--- config.mk ---
export PLATFORM = sky130hd
export DESIGN_NAME = ts_capture_unit
export DESIGN_NICKNAME = d
export VERILOG_FILES = /design/src/rtl/ts_pkg.sv /design/src/rtl/ts_event_sync.sv /design/src/rtl/ts_flag_ctrl.sv /design/src/rtl/ts_snapshot_reg.sv /design/src/rtl/ts_capture_unit.sv
export SDC_FILE = /design/constraint.sdc
export NUM_CORES = 1
export LEC_CHECK = 0
export BUFFER_PORTS_ARGS = -buffer_cell sky130_fd_sc_hd__buf_2
export CAP_MARGIN = 25
export CORE_ASPECT_RATIO = 1.75
export CORE_MARGIN = 2
export CORE_UTILIZATION = 45
export DETAILED_ROUTE_END_ITERATION = 8
export GPL_ROUTABILITY_DRIVEN = 0
export PLACE_DENSITY = 0.79
export SYNTH_ARGS = -nofsm -noshare
export SYNTH_HDL_FRONTEND = slang
export SYNTH_SLANG_ARGS = --single-unit
--- constraint.sdc ---
create_clock -name clk -period 1.95 [get_ports clk]
set_input_delay 0.0975 -clock clk [delete_from_list [all_inputs] [get_ports clk]]
set_output_delay 0.0975 -clock clk [all_outputs]
set_load 0.01 [all_outputs]
--- src/rtl/ts_pkg.sv ---
// Shared types for the timestamp capture unit.
// Assumes: nothing beyond a single system clock domain.
package ts_pkg;

    // Which transition of the selected pin counts as an event
    typedef enum logic {
        EDGE_RISE = 1'b0,
        EDGE_FALL = 1'b1
    } edge_mode_e;

endpackage

--- src/rtl/ts_event_sync.sv ---
// Brings the asynchronous event pins into the clock domain through a
// two-flop synchronizer per pin, picks one pin by index and reports a
// one-cycle pulse on the configured edge of that pin.
// Assumes: select and edge mode are changed only while events are disabled,
// since a change can itself look like an edge.
module ts_event_sync #(
    parameter int NUM_PINS = 2,
    parameter int SEL_W    = 1
) (
    input  logic                  clk,
    input  logic                  rst_n,
    input  logic [NUM_PINS-1:0]   pins_i,
    input  logic [SEL_W-1:0]      sel_i,
    input  ts_pkg::edge_mode_e    mode_i,
    output logic                  edge_o
);

    logic [NUM_PINS-1:0] meta_q;
    logic [NUM_PINS-1:0] sync_q;
    logic                sel_lvl;
    logic                prev_q;

    for (genvar g = 0; g < NUM_PINS; g++) begin : g_pin_sync
        // Two-stage synchronizer for one pin
        always_ff @(posedge clk) begin
            if (!rst_n) begin
                meta_q[g] <= 1'b0;
                sync_q[g] <= 1'b0;
            end else begin
                meta_q[g] <= pins_i[g];
                sync_q[g] <= meta_q[g];
            end
        end
    end

    // Pick the synchronized level of the selected pin
    always_comb begin
        sel_lvl = 1'b0;
        for (int k = 0; k < NUM_PINS; k++) begin
            if (sel_i == SEL_W'(k)) sel_lvl = sync_q[k];
        end
    end

    // Remember the previous level of the selected pin
    always_ff @(posedge clk) begin
        if (!rst_n) prev_q <= 1'b0;
        else        prev_q <= sel_lvl;
    end

    // Edge pulse for the configured polarity
    always_comb begin
        if (mode_i == ts_pkg::EDGE_FALL) edge_o = prev_q & ~sel_lvl;
        else                             edge_o = sel_lvl & ~prev_q;
    end

endmodule

--- src/rtl/ts_flag_ctrl.sv ---
// Owns the capture and overflow flags. An event that finds the unit idle
// is accepted and starts a wait of SYNC_TICKS prescaler ticks before the
// capture flag rises. An event that finds it busy sets the overflow flag
// at once. Software clears flags by writing 0; a racing event wins.
// Assumes: tick_i is a one-cycle enable; SYNC_TICKS >= 1.
module ts_flag_ctrl #(
    parameter int SYNC_TICKS = 2
) (
    input  logic clk,
    input  logic rst_n,
    input  logic evt_i,
    input  logic tick_i,
    input  logic clr_wr_i,
    input  logic clr_cap_i,
    input  logic clr_ovf_i,
    output logic accept_o,
    output logic busy_o,
    output logic cap_o,
    output logic ovf_o
);

    localparam int CNT_W = (SYNC_TICKS > 1) ? $clog2(SYNC_TICKS) : 1;

    logic             pend_q;
    logic [CNT_W-1:0] cnt_q;
    logic             cap_q;
    logic             ovf_q;
    logic             collide;
    logic             last_tick;

    // Busy covers both the in-flight wait and a set capture flag
    always_comb begin
        busy_o    = cap_q | pend_q;
        accept_o  = evt_i & ~busy_o;
        collide   = evt_i & busy_o;
        last_tick = pend_q & tick_i & (cnt_q == CNT_W'(SYNC_TICKS - 1));
    end

    // Tick counter for the synchronization delay of an accepted event
    always_ff @(posedge clk) begin
        if (!rst_n) begin
            pend_q <= 1'b0;
            cnt_q  <= '0;
        end else if (accept_o) begin
            pend_q <= 1'b1;
            cnt_q  <= '0;
        end else if (last_tick) begin
            pend_q <= 1'b0;
            cnt_q  <= '0;
        end else if (pend_q && tick_i) begin
            cnt_q  <= cnt_q + CNT_W'(1);
        end
    end

    // Capture flag: set after the delay, cleared by a 0 write unless an event races it
    always_ff @(posedge clk) begin
        if (!rst_n)                                     cap_q <= 1'b0;
        else if (last_tick)                             cap_q <= 1'b1;
        else if (clr_wr_i && !clr_cap_i && !collide)    cap_q <= 1'b0;
    end

    // Overflow flag: set without delay on an event that finds the unit busy
    always_ff @(posedge clk) begin
        if (!rst_n)                      ovf_q <= 1'b0;
        else if (collide)                ovf_q <= 1'b1;
        else if (clr_wr_i && !clr_ovf_i) ovf_q <= 1'b0;
    end

    assign cap_o = cap_q;
    assign ovf_o = ovf_q;

    a_r3_cap_on_tick: assert property (@(posedge clk) disable iff (!rst_n)
        $rose(cap_q) |-> $past(tick_i))
        else $error("R3: capture flag rose without a tick");

    a_r3_not_early: assert property (@(posedge clk) disable iff (!rst_n)
        accept_o |=> !cap_q)
        else $error("R3: capture flag set on acceptance");

    a_r4_overflow_on_busy: assert property (@(posedge clk) disable iff (!rst_n)
        (evt_i && busy_o) |=> ovf_q)
        else $error("R4: overflow flag not set");

    a_r6_race_keeps_both: assert property (@(posedge clk) disable iff (!rst_n)
        (evt_i && cap_q && clr_wr_i && !clr_cap_i) |=> (cap_q && ovf_q))
        else $error("R6: racing clear lost a flag");

    a_r10_cap_falls_on_clear: assert property (@(posedge clk) disable iff (!rst_n)
        $fell(cap_q) |-> $past(clr_wr_i && !clr_cap_i))
        else $error("R10: capture flag fell without a clear");

endmodule

--- src/rtl/ts_snapshot_reg.sv ---
// Holding register for the captured sub-second, time and date values.
// Loads on a one-cycle strobe and keeps its value otherwise.
// Assumes: load_i is already qualified by the flag controller.
module ts_snapshot_reg #(
    parameter int W = 64
) (
    input  logic         clk,
    input  logic         rst_n,
    input  logic         load_i,
    input  logic [W-1:0] data_i,
    output logic [W-1:0] snap_o
);

    // Capture the live calendar value on an accepted event
    always_ff @(posedge clk) begin
        if (!rst_n)      snap_o <= '0;
        else if (load_i) snap_o <= data_i;
    end

endmodule

--- src/rtl/ts_capture_unit.sv ---
// Top of the event timestamp capture unit. Combines the synchronized pin
// event and the tamper pulse, qualifies them with the enables, and drives
// the snapshot register and the flag controller.
// Assumes: tamper_evt_i is synchronous and one cycle wide; now_* are
// stable in the clock domain.
module ts_capture_unit #(
    parameter  int SUBSEC_W   = 16,
    parameter  int TIME_W     = 24,
    parameter  int DATE_W     = 24,
    parameter  int NUM_PINS   = 2,
    parameter  int SYNC_TICKS = 2,
    localparam int SEL_W      = (NUM_PINS > 1) ? $clog2(NUM_PINS) : 1
) (
    input  logic                clk,
    input  logic                rst_n,
    input  logic                tick_i,
    input  logic [NUM_PINS-1:0] evt_pins_i,
    input  logic [SEL_W-1:0]    pin_sel_i,
    input  logic                edge_fall_i,
    input  logic                ts_en_i,
    input  logic                irq_en_i,
    input  logic                tamper_evt_i,
    input  logic                tamper_ts_en_i,
    input  logic [SUBSEC_W-1:0] now_subsec_i,
    input  logic [TIME_W-1:0]   now_time_i,
    input  logic [DATE_W-1:0]   now_date_i,
    input  logic                clr_wr_i,
    input  logic                clr_cap_i,
    input  logic                clr_ovf_i,
    output logic [SUBSEC_W-1:0] snap_subsec_o,
    output logic [TIME_W-1:0]   snap_time_o,
    output logic [DATE_W-1:0]   snap_date_o,
    output logic                cap_flag_o,
    output logic                ovf_flag_o,
    output logic                irq_o
);

    localparam int SNAP_W = SUBSEC_W + TIME_W + DATE_W;

    logic              pin_edge;
    logic              evt;
    logic              accept;
    logic              busy;
    logic [SNAP_W-1:0] snap;

    ts_event_sync #(
        .NUM_PINS (NUM_PINS),
        .SEL_W    (SEL_W)
    ) u_sync (
        .clk    (clk),
        .rst_n  (rst_n),
        .pins_i (evt_pins_i),
        .sel_i  (pin_sel_i),
        .mode_i (ts_pkg::edge_mode_e'(edge_fall_i)),
        .edge_o (pin_edge)
    );

    // Qualify both event sources with the enables
    always_comb begin
        evt = ts_en_i & (pin_edge | (tamper_evt_i & tamper_ts_en_i));
    end

    ts_flag_ctrl #(
        .SYNC_TICKS (SYNC_TICKS)
    ) u_flags (
        .clk       (clk),
        .rst_n     (rst_n),
        .evt_i     (evt),
        .tick_i    (tick_i),
        .clr_wr_i  (clr_wr_i),
        .clr_cap_i (clr_cap_i),
        .clr_ovf_i (clr_ovf_i),
        .accept_o  (accept),
        .busy_o    (busy),
        .cap_o     (cap_flag_o),
        .ovf_o     (ovf_flag_o)
    );

    ts_snapshot_reg #(
        .W (SNAP_W)
    ) u_snap (
        .clk    (clk),
        .rst_n  (rst_n),
        .load_i (accept),
        .data_i ({now_subsec_i, now_time_i, now_date_i}),
        .snap_o (snap)
    );

    assign {snap_subsec_o, snap_time_o, snap_date_o} = snap;

    // Interrupt follows the capture flag while enabled
    assign irq_o = cap_flag_o & irq_en_i;

    a_r1_disabled_holds: assert property (@(posedge clk) disable iff (!rst_n)
        !ts_en_i |=> $stable(snap))
        else $error("R1: snapshot moved while disabled");

    a_r4_snapshot_kept: assert property (@(posedge clk) disable iff (!rst_n)
        (evt && busy) |=> $stable(snap))
        else $error("R4: snapshot overwritten on overflow");

endmodule

==> impl_metrics.json <==
{
  "drtIter0Drc": 102,
  "cts_tree": "yes",
  "nets": 531,
  "num-fill-cells": 586,
  "seq_power_share": 0.457,
  "grt_pass1_vias": 2434,
  "worst_pin_slew_ps": 500,
  "grt_util_all_layers": 0.185,
  "via_count": 2552,
  "start_util": 0.456,
  "hold_end": "u_snap.snap_o[25]",
  "synthesis.instances": 316,
  "synth_cell_types": 22,
  "drive_gt1_frac": 0.356,
  "ys_seq_area_frac": 0.498,
  "wl_um": 6660,
  "setup_slack_ps": 224,
  "ys.warnings.count": 0,
  "dr.pass1.iters": 4,
  "postCtsSetupBuffers": 0,
  "rr_startpoint": "u_sync.prev_q",
  "run_status": "completed",
  "switchingPower_uw": 816,
  "io_pins": 145,
  "syn_area_mm2": 0.00293,
  "leakagePower_uw": 0.00190,
  "grt_pass1_wl_um": 10300,
  "min-delay-start": "now_time_i[1]",
  "n_antenna_cell": 0,
  "skew_ps": 7.38,
  "area_growth_pct": 34.6,
  "cts.sinks": 73,
  "min_path_cells": 3,
  "tns_ps": 0,
  "die_w_um": 65.0,
  "postCtsHoldBufs": 2,
  "critPathLaunchType": "register",
  "combPwrFrac": 0.114,
  "drc": 0,
  "wl_per_cell_um": 12.3,
  "die-area_mm2": 0.00721,
  "critPathKind": "reg -> reg",
  "root_buffer": "clkbuf_16",
  "ant_nets": 0,
  "ir_drop_uv": 558,
  "r2r_end": "u_snap.snap_o[55]",
  "cap_viol_max_count": 0,
  "die_h_um": 111,
  "cp-end-kind": "register",
  "cts_resized": 0,
  "fmax_mhz": 579,
  "avgSynthCellArea_um2": 9.29,
  "cts-htree-levels": 3,
  "synth-seq-cells": 73,
  "clock_path_buffers": 2,
  "powerDensity_mw_per_mm2": 885,
  "grt_max_degree": 139,
  "clkPwrFrac": 0.429,
  "slew_viol_final": 0,
  "r2r_cells": 5,
  "switching_share": 0.233,
  "synth_nets": 394,
  "clk_pin_slew_ps": 60,
  "setup_viol_count_final": 0,
  "antenna_found_initial": 0,
  "arrival_ps": 1970,
  "hold_violations": 0,
  "grt_overflow": 0,
  "fin_crit_sh": 0.885,
  "required_ps": 2200,
  "grt_setup_unrepaired": "false",
  "rrSetupSlack_ps": 220,
  "io_buffers": 144,
  "clk_latency_ps": 330,
  "via_per_inst": 4.73,
  "crit_fanout": 38,
  "internal_power_uw": 2680,
  "place_ws_ps": 258,
  "dpl.hpwl_um": 4650,
  "period_minus_slack_ps": 1730,
  "cts_buffers": 9,
  "timing.slew.headroom": 0.658,
  "core_mm2": 0.00644,
  "row_count": 39,
  "holdCritPathClass": "in -> reg"
}
==> through the flow <==
step,cells,power (uW),utilization,cell area (um2),hold WS (ps)
global placement,522,2010,0.567,3650,305
detailed placement,522,2030,0.567,3650,309
floorplan,316,1870,-,2930,225
CTS,540,3530,0.613,3950,3.55
finish,540,3500,0.613,3950,12.6
global route,540,3630,0.613,3950,12.6
==> registers in the layout, summed over array words and instances, names as in the netlist <==
name,flops
u_flags.ovf_o,1
u_sync.meta_q,2
u_snap.snap_o,64
u_sync.sync_q,2
u_flags.pend_q,1
u_flags.cnt_q,1
u_sync.prev_q,1
u_flags.cap_o,1
==> placed cells by master (no fill, tap or decap) <==
cell type	synthesis	layout
dlygate4sd3_1	0	2
o21a_1	1	1
o21ai_0	2	2
nand2_1	132	132
xnor2_1	1	1
o221ai_1	1	1
a2111oi_0	1	1
nand4_1	1	1
and2b_1	1	1
clkbuf_16	0	9
buf_4	2	1
o211a_4	0	1
clkbuf_1	15	2
or2_2	1	1
nor2_1	2	2
buf_2	0	143
clkinv_2	0	3
inv_1	1	1
a21boi_0	2	2
mux2i_1	66	66
and3_1	1	1
buf_12	3	3
and2_1	6	6
clkbuf_8	0	2
dfxtp_1	73	73
==> how the worst max path moves through the flow <==
stage                      from                end  slack, ps  cells after the start
2_1_floorplan     u_sync.prev_q  u_snap.snap_o[20]        390                      7
3_3_place_gp      u_sync.prev_q  u_snap.snap_o[61]        360                      5
3_5_place_dp      u_sync.prev_q   u_snap.snap_o[4]        260                      5
4_1_cts           u_sync.prev_q  u_snap.snap_o[55]        220                      5
5_1_grt        u_sync.sync_q[1]  u_snap.snap_o[55]        140                      5
6_report          u_sync.prev_q  u_snap.snap_o[55]        220                      5
==> kinds of logic after synthesis <==
kind of cell    share of synthesized area
compound gates                     0.0205
xor+xnor                          0.00299
buf+inv                            0.0601
flops                               0.498
mux                                 0.225
simple gates                        0.193
==> layout make-up <==
| type | instances | area (um2) | area share |
|---|---|---|---|
| sequential | 73 | 1460 | 0.370 |
| clock inverter | 3 | 15.0 | 0.00380 |
| inverter | 1 | 3.75 | 0.000950 |
| clock buffer | 13 | 260 | 0.0659 |
| multi-input combinational | 219 | 1300 | 0.330 |
| tap | 82 | 103 | 0.0260 |
| timing repair buffer | 149 | 803 | 0.203 |
==> per-layer routing <==
layer  vias up  part of all wire  GRT usage  wire length [um]
met4         0             0.033      0.122               221
met2        91              0.54      0.348              3600
met3        16             0.050     0.0213               334
met1      1152              0.38      0.180              2500
li1       1293                 -          -                 -
met5         -                 0          0                 0
==> critical path: stages (launching register included) <==
cell     delay [ps]
dfxtp_1         310
or2_2           290
mux2i_1         240
o211a_4         250
buf_12          240
mux2i_1         260
==> power groups by stage <==
stage               clock network, uW  logic (uW)  registers, uW
floorplan                           0         211           1660
global placement                    0         387           1630
detailed placement                  0         398           1630
CTS                              1530         402           1600
global route                     1590         434           1610
finish                           1500         397           1600
==> Yosys cell counts <==
| cell | instances | area (um2) |
|---|---|---|
| a2111oi_0 | 1 | 8.76 |
| and3_1 | 1 | 6.26 |
| a21boi_0 | 2 | 15.0 |
| buf_12 | 3 | 60.1 |
| nor2_1 | 2 | 7.51 |
| buf_4 | 2 | 15.0 |
| o211a_1 | 1 | 10.0 |
| o21a_1 | 1 | 7.51 |
| xnor2_1 | 1 | 8.76 |
| o21ai_0 | 2 | 10.0 |
| and2_1 | 6 | 37.5 |
| buf_6 | 1 | 11.3 |
| o221ai_1 | 1 | 8.76 |
| nand4_1 | 1 | 6.26 |
| inv_1 | 1 | 3.75 |
| dfxtp_1 | 73 | 1460 |
| and2b_1 | 1 | 7.51 |
| clkbuf_1 | 15 | 56.3 |
| or2_2 | 1 | 6.26 |
| buf_8 | 2 | 30.0 |
| mux2i_1 | 66 | 661 |
| nand2_1 | 132 | 495 |
Power figures use the tool's default switching activity.
